**src/rtl/cfg_store_pkg.sv**
```systemverilog
package cfg_store_pkg;

  localparam logic [7:0] OP_STORE = 8'h22;
  localparam logic [7:0] OP_FETCH = 8'h23;
  localparam logic [7:0] ST_REFUSE = 8'hFF;
  localparam logic [7:0] ST_OK     = 8'h00;

  typedef enum logic [1:0] {
    SEQ_IDLE  = 2'd0,
    SEQ_WRITE = 2'd1,
    SEQ_READ  = 2'd2,
    SEQ_END   = 2'd3
  } seq_state_t;

  // True when [off, off+len) lies inside an image of 'limit' bytes.
  function automatic logic span_fits(input logic [7:0] off, input logic [7:0] len,
                                     input int unsigned limit);
    logic [8:0] last;
    last = {1'b0, off} + {1'b0, len};
    return (last <= 9'(limit));
  endfunction

  function automatic logic op_known(input logic [7:0] op);
    return (op == OP_STORE) || (op == OP_FETCH);
  endfunction

  // Reset image: bus ID 7, IRQ code 6 with DMA 6, flags and enables set.
  function automatic logic [7:0] default_byte(input int unsigned idx);
    case (idx)
      0:       return 8'h07;
      1:       return 8'h66;
      2:       return 8'h22;
      6:       return 8'h06;
      default: return 8'h00;
    endcase
  endfunction

  function automatic logic [4:0] irq_from_code(input logic [3:0] code);
    return 5'(code) + 5'd9;
  endfunction

  function automatic logic [6:0] speed_rate(input logic [7:0] code);
    case (code)
      8'hFF:   return 7'd33;
      8'h00:   return 7'd50;
      8'h04:   return 7'd56;
      8'h01:   return 7'd67;
      8'h02:   return 7'd80;
      8'h03:   return 7'd100;
      default: return 7'd0;
    endcase
  endfunction

  function automatic logic speed_listed(input logic [7:0] code);
    return (code == 8'hFF) || (code <= 8'h04);
  endfunction

endpackage

```
**src/rtl/cfg_store_seq.sv**
```systemverilog
module cfg_store_seq
  import cfg_store_pkg::*;
#(
  parameter int unsigned NBYTES = 32,
  localparam int unsigned AW = $clog2(NBYTES)
) (
  input  logic          clk,
  input  logic          rst_n,
  input  logic          cmd_valid,
  output logic          cmd_ready,
  input  logic [7:0]    cmd_op,
  input  logic [7:0]    cmd_off,
  input  logic [7:0]    cmd_len,
  input  logic          wr_valid,
  output logic          wr_ready,
  input  logic          rd_ready,
  output logic          rd_valid,
  output logic          done,
  output logic [7:0]    status,
  output logic          cmd_fire,
  output logic          beat_fire,
  output logic          mem_we,
  output logic [AW-1:0] mem_addr
);

  seq_state_t       state_q;
  logic [AW-1:0]    ptr_q;
  logic [7:0]       remain_q;
  logic [7:0]       status_q;
  logic             cmd_ok;
  logic             last_beat;

  assign cmd_ready = (state_q == SEQ_IDLE);
  assign wr_ready  = (state_q == SEQ_WRITE);
  assign rd_valid  = (state_q == SEQ_READ);
  assign done      = (state_q == SEQ_END);
  assign status    = status_q;

  assign cmd_fire  = cmd_valid && cmd_ready;
  assign cmd_ok    = op_known(cmd_op) && span_fits(cmd_off, cmd_len, NBYTES);
  assign beat_fire = (wr_ready && wr_valid) || (rd_valid && rd_ready);
  assign last_beat = (remain_q == 8'd1);
  assign mem_we    = wr_ready && wr_valid;
  assign mem_addr  = ptr_q;

  always_ff @(posedge clk) begin
    if (!rst_n) begin
      state_q  <= SEQ_IDLE;
      ptr_q    <= '0;
      remain_q <= '0;
      status_q <= ST_OK;
    end else begin
      case (state_q)
        SEQ_IDLE: begin
          if (cmd_fire) begin
            if (!cmd_ok) begin
              status_q <= ST_REFUSE;
              state_q  <= SEQ_END;
            end else if (cmd_len == 8'd0) begin
              status_q <= ST_OK;
              state_q  <= SEQ_END;
            end else begin
              ptr_q    <= cmd_off[AW-1:0];
              remain_q <= cmd_len;
              status_q <= (cmd_op == OP_STORE) ? ST_OK : cmd_len;
              state_q  <= (cmd_op == OP_STORE) ? SEQ_WRITE : SEQ_READ;
            end
          end
        end
        SEQ_WRITE, SEQ_READ: begin
          if (beat_fire) begin
            if (last_beat) begin
              state_q <= SEQ_END;
            end else begin
              remain_q <= remain_q - 8'd1;
              ptr_q    <= ptr_q + AW'(1);
            end
          end
        end
        default: state_q <= SEQ_IDLE;
      endcase
    end
  end

endmodule

```
**src/rtl/cfg_store_image.sv**
```systemverilog
module cfg_store_image
  import cfg_store_pkg::*;
#(
  parameter int unsigned NBYTES = 32,
  localparam int unsigned AW = $clog2(NBYTES)
) (
  input  logic          clk,
  input  logic          rst_n,
  input  logic          we,
  input  logic [AW-1:0] addr,
  input  logic [7:0]    wdata,
  output logic [7:0]    rdata,
  output logic [7:0]    tap_id,
  output logic [7:0]    tap_chan,
  output logic [7:0]    tap_flags,
  output logic [7:0]    tap_speed,
  output logic [7:0]    tap_bus
);

  logic [7:0] cells [NBYTES];

  for (genvar g = 0; g < NBYTES; g++) begin : g_cell
    always_ff @(posedge clk) begin
      if (!rst_n)
        cells[g] <= default_byte(g);
      else if (we && (addr == AW'(g)))
        cells[g] <= wdata;
    end
  end

  assign rdata     = cells[addr];
  assign tap_id    = cells[0];
  assign tap_chan  = cells[1];
  assign tap_flags = cells[2];
  assign tap_speed = cells[3];
  assign tap_bus   = cells[6];

endmodule

```
**src/rtl/cfg_store_decode.sv**
```systemverilog
module cfg_store_decode
  import cfg_store_pkg::*;
(
  input  logic [7:0] id_byte,
  input  logic [7:0] chan_byte,
  input  logic [7:0] flag_byte,
  input  logic [7:0] speed_byte,
  input  logic [2:0] bus_bits,
  output logic [2:0] bus_id,
  output logic       alt_floppy,
  output logic [4:0] irq_num,
  output logic [3:0] dma_chan,
  output logic [7:0] feat_flags,
  output logic [7:0] speed_code,
  output logic [6:0] speed_tenths,
  output logic       speed_known,
  output logic       parity_en,
  output logic       term_en,
  output logic       boot_bus_reset
);

  logic [3:0] unused_id;
  assign unused_id = id_byte[6:3];

  assign bus_id         = id_byte[2:0];
  assign alt_floppy     = id_byte[7] | (&unused_id & 1'b0);
  assign irq_num        = irq_from_code(chan_byte[3:0]);
  assign dma_chan       = chan_byte[7:4];
  assign feat_flags     = flag_byte;
  assign speed_code     = speed_byte;
  assign speed_tenths   = speed_rate(speed_byte);
  assign speed_known    = speed_listed(speed_byte);
  assign parity_en      = bus_bits[0];
  assign term_en        = bus_bits[1];
  assign boot_bus_reset = bus_bits[2];

endmodule

```
**src/rtl/cfg_store.sv**
```systemverilog
module cfg_store
  import cfg_store_pkg::*;
#(
  parameter int unsigned NBYTES = 32
) (
  input  logic       clk,
  input  logic       rst_n,
  input  logic       cmd_valid,
  output logic       cmd_ready,
  input  logic [7:0] cmd_op,
  input  logic [7:0] cmd_off,
  input  logic [7:0] cmd_len,
  input  logic       wr_valid,
  output logic       wr_ready,
  input  logic [7:0] wr_data,
  output logic       rd_valid,
  input  logic       rd_ready,
  output logic [7:0] rd_data,
  output logic       done,
  output logic [7:0] status,
  output logic [2:0] bus_id,
  output logic       alt_floppy,
  output logic [4:0] irq_num,
  output logic [3:0] dma_chan,
  output logic [7:0] feat_flags,
  output logic [7:0] speed_code,
  output logic [6:0] speed_tenths,
  output logic       speed_known,
  output logic       parity_en,
  output logic       term_en,
  output logic       boot_bus_reset
);

  localparam int unsigned AW = $clog2(NBYTES);

  logic          cmd_fire;
  logic          beat_fire;
  logic          mem_we;
  logic [AW-1:0] mem_addr;
  logic [7:0]    tap_id, tap_chan, tap_flags, tap_speed, tap_bus;

  cfg_store_seq #(.NBYTES(NBYTES)) seq_i (
    .clk       (clk),
    .rst_n     (rst_n),
    .cmd_valid (cmd_valid),
    .cmd_ready (cmd_ready),
    .cmd_op    (cmd_op),
    .cmd_off   (cmd_off),
    .cmd_len   (cmd_len),
    .wr_valid  (wr_valid),
    .wr_ready  (wr_ready),
    .rd_ready  (rd_ready),
    .rd_valid  (rd_valid),
    .done      (done),
    .status    (status),
    .cmd_fire  (cmd_fire),
    .beat_fire (beat_fire),
    .mem_we    (mem_we),
    .mem_addr  (mem_addr)
  );

  cfg_store_image #(.NBYTES(NBYTES)) image_i (
    .clk       (clk),
    .rst_n     (rst_n),
    .we        (mem_we),
    .addr      (mem_addr),
    .wdata     (wr_data),
    .rdata     (rd_data),
    .tap_id    (tap_id),
    .tap_chan  (tap_chan),
    .tap_flags (tap_flags),
    .tap_speed (tap_speed),
    .tap_bus   (tap_bus)
  );

  logic [4:0] unused_bus;
  assign unused_bus = tap_bus[7:3];

  cfg_store_decode decode_i (
    .id_byte        (tap_id),
    .chan_byte      (tap_chan),
    .flag_byte      (tap_flags),
    .speed_byte     (tap_speed),
    .bus_bits       (tap_bus[2:0] | {2'b00, &unused_bus & 1'b0}),
    .bus_id         (bus_id),
    .alt_floppy     (alt_floppy),
    .irq_num        (irq_num),
    .dma_chan       (dma_chan),
    .feat_flags     (feat_flags),
    .speed_code     (speed_code),
    .speed_tenths   (speed_tenths),
    .speed_known    (speed_known),
    .parity_en      (parity_en),
    .term_en        (term_en),
    .boot_bus_reset (boot_bus_reset)
  );

endmodule

```
**config.mk**
```make
export PLATFORM = sky130hd
export DESIGN_NAME = cfg_store
export DESIGN_NICKNAME = d
export VERILOG_FILES = /design/src/rtl/cfg_store_pkg.sv /design/src/rtl/cfg_store_seq.sv /design/src/rtl/cfg_store_image.sv /design/src/rtl/cfg_store_decode.sv /design/src/rtl/cfg_store.sv
export SDC_FILE = /design/constraint.sdc
export NUM_CORES = 1
export LEC_CHECK = 0
export BUFFER_PORTS_ARGS = -buffer_cell sky130_fd_sc_hd__buf_2
export CAP_MARGIN = 20
export CORE_MARGIN = 8
export CORE_UTILIZATION = 66
export CTS_CLUSTER_DIAMETER = 40
export DETAILED_ROUTE_END_ITERATION = 12
export PLACE_DENSITY = 0.86
export REMOVE_ABC_BUFFERS = 1
export SLEW_MARGIN = 20
export SYNTH_ARGS = -nofsm -noshare
export SYNTH_HDL_FRONTEND = slang
export SYNTH_SLANG_ARGS = --single-unit
```
**constraint.sdc**
```tcl
create_clock -name clk -period 3.82 [get_ports clk]
set_input_delay 0.382 -clock clk [delete_from_list [all_inputs] [get_ports clk]]
set_output_delay 0.382 -clock clk [all_outputs]
set_load 0.01 [all_outputs]
```
==> impl_metrics.env <==
export IMPL_status="completed"
export IMPL_ant_nets=0
export IMPL_rsz0062_at_grt="no"
export IMPL_cts_setup_buffers=0
export IMPL_rows=53
export IMPL_setup_tns_ps=0
export IMPL_grt_max_degree=50
export IMPL_crit_end="rd_data[3]"
export IMPL_cts_tree="built"
export IMPL_cts_hold_buf=0
export IMPL_path_clk_slew_ps=60
export IMPL_antenna_found_initial=0
export IMPL_grt_total_usage_pct=28.1
export IMPL_maxSlewViolCount=0
export IMPL_max_freq_mhz=290
export IMPL_yosys_top_cells_area="edfxtp_1 (55%), mux4_2 (13%), and2_1 (11%), dfxtp_1 (4.0%), o21ai_0 (1.9%)"
export IMPL_io_buffers=96
export IMPL_initial_core_util_pct=67.2
export IMPL_worstSetupEndpointType="output pin"
export IMPL_dieArea_um2=26300
export IMPL_max_clock_path_buffers=3
export IMPL_p_per_area_nw_per_um2=592
export IMPL_hp_class="primary input to register"
export IMPL_crit_fanout=26
export IMPL_p_leak_nw=5.92
export IMPL_vias=9615
export IMPL_dp_hpwl_um=23800
export IMPL_area_growth_pct=14.7
export IMPL_max_cap_viol_count=0
export IMPL_r2r_slack_ps=880
export IMPL_drt_total_wl_um=36600
export IMPL_setup_ws_ps=368
export IMPL_cts_sinks=284
export IMPL_wl_met1_um=13200
export IMPL_totalPowerFinal_mw=9.56
export IMPL_antenna_cells=0
export IMPL_setup_viol=0
export IMPL_ys_ff_latch=284
export IMPL_syn_area_um2=14100
export IMPL_die_height_um=162
export IMPL_gp_congestion=0.881
export IMPL_startpoint_type="register"
export IMPL_vias_per_cell=6.66
export IMPL_critPathArrivalTime_ps=3070
export IMPL_max_slew_margin_rel_pct=25.1
export IMPL_r2r_cells=6
export IMPL_ys_warn_count=0
export IMPL_final_common_cell="edfxtp_1"
export IMPL_placed_cell_area_um2=14900
export IMPL_drive_gt1_share_pct=25.0
export IMPL_p_sw_mw=2.92
export IMPL_h_tree_depth=2
export IMPL_fin_nets=1201
export IMPL_fillers=1118
export IMPL_ys_types=58
export IMPL_met3_length_um=4300
export IMPL_final_cell_area_um2=16200
export IMPL_p_int_mw=6.64
export IMPL_cts_made_buffers=37
export IMPL_clockRootBuffer="clkbuf_16"
export IMPL_drc=0
export IMPL_switching_share_pct=30.5
export IMPL_hold_slack_ps=163
export IMPL_gr_total_overflow=0
export IMPL_syn_avg_cell_area_um2=13.5
export IMPL_pwr_share_seq_pct=39.4
export IMPL_synthFlopType="edfxtp_1"
export IMPL_dr_max_layer_used="met4"
export IMPL_criticalPathCategory="register to output pin"
export IMPL_die_w_um=162
export IMPL_hold_viol_final=0
export IMPL_fin_skew_ps=22.6
export IMPL_wl_met2_um=17700
export IMPL_yosys_area_top_type="edfxtp_1"
export IMPL_r2r_start="seq_i.state_q[1]$_SDFFE_PN0P_"
export IMPL_grt_pass1_wl_um=56900
export IMPL_worstPathRequired_ps=3440
export IMPL_finalCriticalPeriod_ps=3450
export IMPL_coreArea_um2=21000
export IMPL_grt_pass1_vias=9677
export IMPL_wl_per_cell_um=25.4
export IMPL_synth_top_area_share_pct=54.6
export IMPL_mostFrequentLayoutCells="edfxtp_1 (256), and2_1 (249), buf_2 (96)"
export IMPL_cts_resized=0
export IMPL_clockPowerShare_pct=36.9
export IMPL_ir_drop_uv=712
export IMPL_tightest_slew_ps=1120
export IMPL_detail_route_iter0_violations=1383
export IMPL_synthArstFlopShare_pct=0
export IMPL_dr_pass1_iters=6
export IMPL_p_comb_share_pct=23.7
export IMPL_r2r_end="image_i.cells[0][3]$_SDFFCE_PN0P_"
export IMPL_synth_yosys_seq_area_share_pct=58.6
export IMPL_insertion_delay_ps=530
export IMPL_fin_crit_sh_pct=90.4
export IMPL_num_io_pins=97
export IMPL_synth_edf_count=256
export IMPL_post_place_ws_ps=849
export IMPL_postSynthCellCount=1042
worst min-delay path by stage:
stage | startpoint | to | slack, ps | cells after the start
after floorplan | seq_i.remain_q[4]$_SDFFE_PN0P_ | seq_i.remain_q[4]$_SDFFE_PN0P_ | 470 | 2
after global placement | seq_i.remain_q[4]$_SDFFE_PN0P_ | seq_i.remain_q[4]$_SDFFE_PN0P_ | 500 | 2
after detailed placement | seq_i.remain_q[4]$_SDFFE_PN0P_ | seq_i.remain_q[4]$_SDFFE_PN0P_ | 510 | 2
after CTS | cmd_len[3] | seq_i.status[3]$_SDFFE_PN0P_ | 140 | 3
after global routing | cmd_len[0] | seq_i.status[0]$_SDFFE_PN0P_ | 160 | 3
final | cmd_len[0] | seq_i.status[0]$_SDFFE_PN0P_ | 160 | 3
power by group through the flow:
stage	Clock, mW	Combinational [mW]	Sequential (mW)
after CTS	3.54	2.23	3.76
after floorplan	0	1.43	3.84
after global placement	0	2.11	3.81
final	3.52	2.27	3.76
after global routing	3.66	2.44	3.79
after detailed placement	0	2.18	3.82
metal layers:
metal  vias to the layer above  global-route usage, %
li1                       4070                      -
met4                         0                   10.9
met3                       129                   6.78
met5                         -                      0
met1                      4694                   35.9
met2                       722                   46.0
cell families (layout without fill, tap and decap cells):
group / Yosys count / after routing / share of synthesized area (%)
buffers and inverters: 88 / 215 / 2.67
adder cells (fa/ha/maj): 22 / 22 / 2.01
AO/OA/AOI/OAI: 131 / 131 / 6.02
flip-flops: 284 / 284 / 58.6
multiplexers: 90 / 90 / 13.6
XOR/XNOR: 3 / 3 / 0.187
AND/OR/NAND/NOR: 424 / 424 / 17.0
critical path, cell delays in order, from the launching register on:
cell and delay (ps):
dfxtp_4 720, buf_12 280, mux4_2 530, mux4_2 540
mux2_2 320, buf_2 150
synth_stat cells (4+ instances only):
cell type and instances:
edfxtp_1 256, and2_1 249, mux4_2 80, nand2_1 54, o21ai_0 54, clkbuf_1 53, nor2_1 49, dfxtp_1 28
nand3_1 27, a21oi_1 22, ha_1 21, inv_1 14, or3_1 13, buf_2 9, buf_4 9, a21o_1 8
mux2_2 8, a211oi_1 6, nor2b_1 6, o211ai_1 6, o221ai_1 5, nor3_1 4
cell type report:
type / instances / area (um2) / share of cell area [%]
sequential: 284 / 8250 / 51.1
tap: 275 / 344 / 2.13
inverter: 14 / 52.6 / 0.325
timing repair buffer: 135 / 811 / 5.02
clock inverter: 26 / 302 / 1.87
multi-input combinational: 670 / 5460 / 33.8
clock buffer: 40 / 937 / 5.80
flip-flops by register name, summed over array words and instances, names as in the netlist, named ones only:
signal          flops
image_i.cells     256
seq_i.mem_addr      5
seq_i.remain_q      8
seq_i.state_q       2
seq_i.status        8
through the flow:
step,utilization [%],instances
finish,77.1,1444
global route,77.1,1444
CTS,77.1,1444
detailed placement,71.2,1378
global placement,71.2,1378
floorplan,-,968
(Power assumes the default switching activity.)
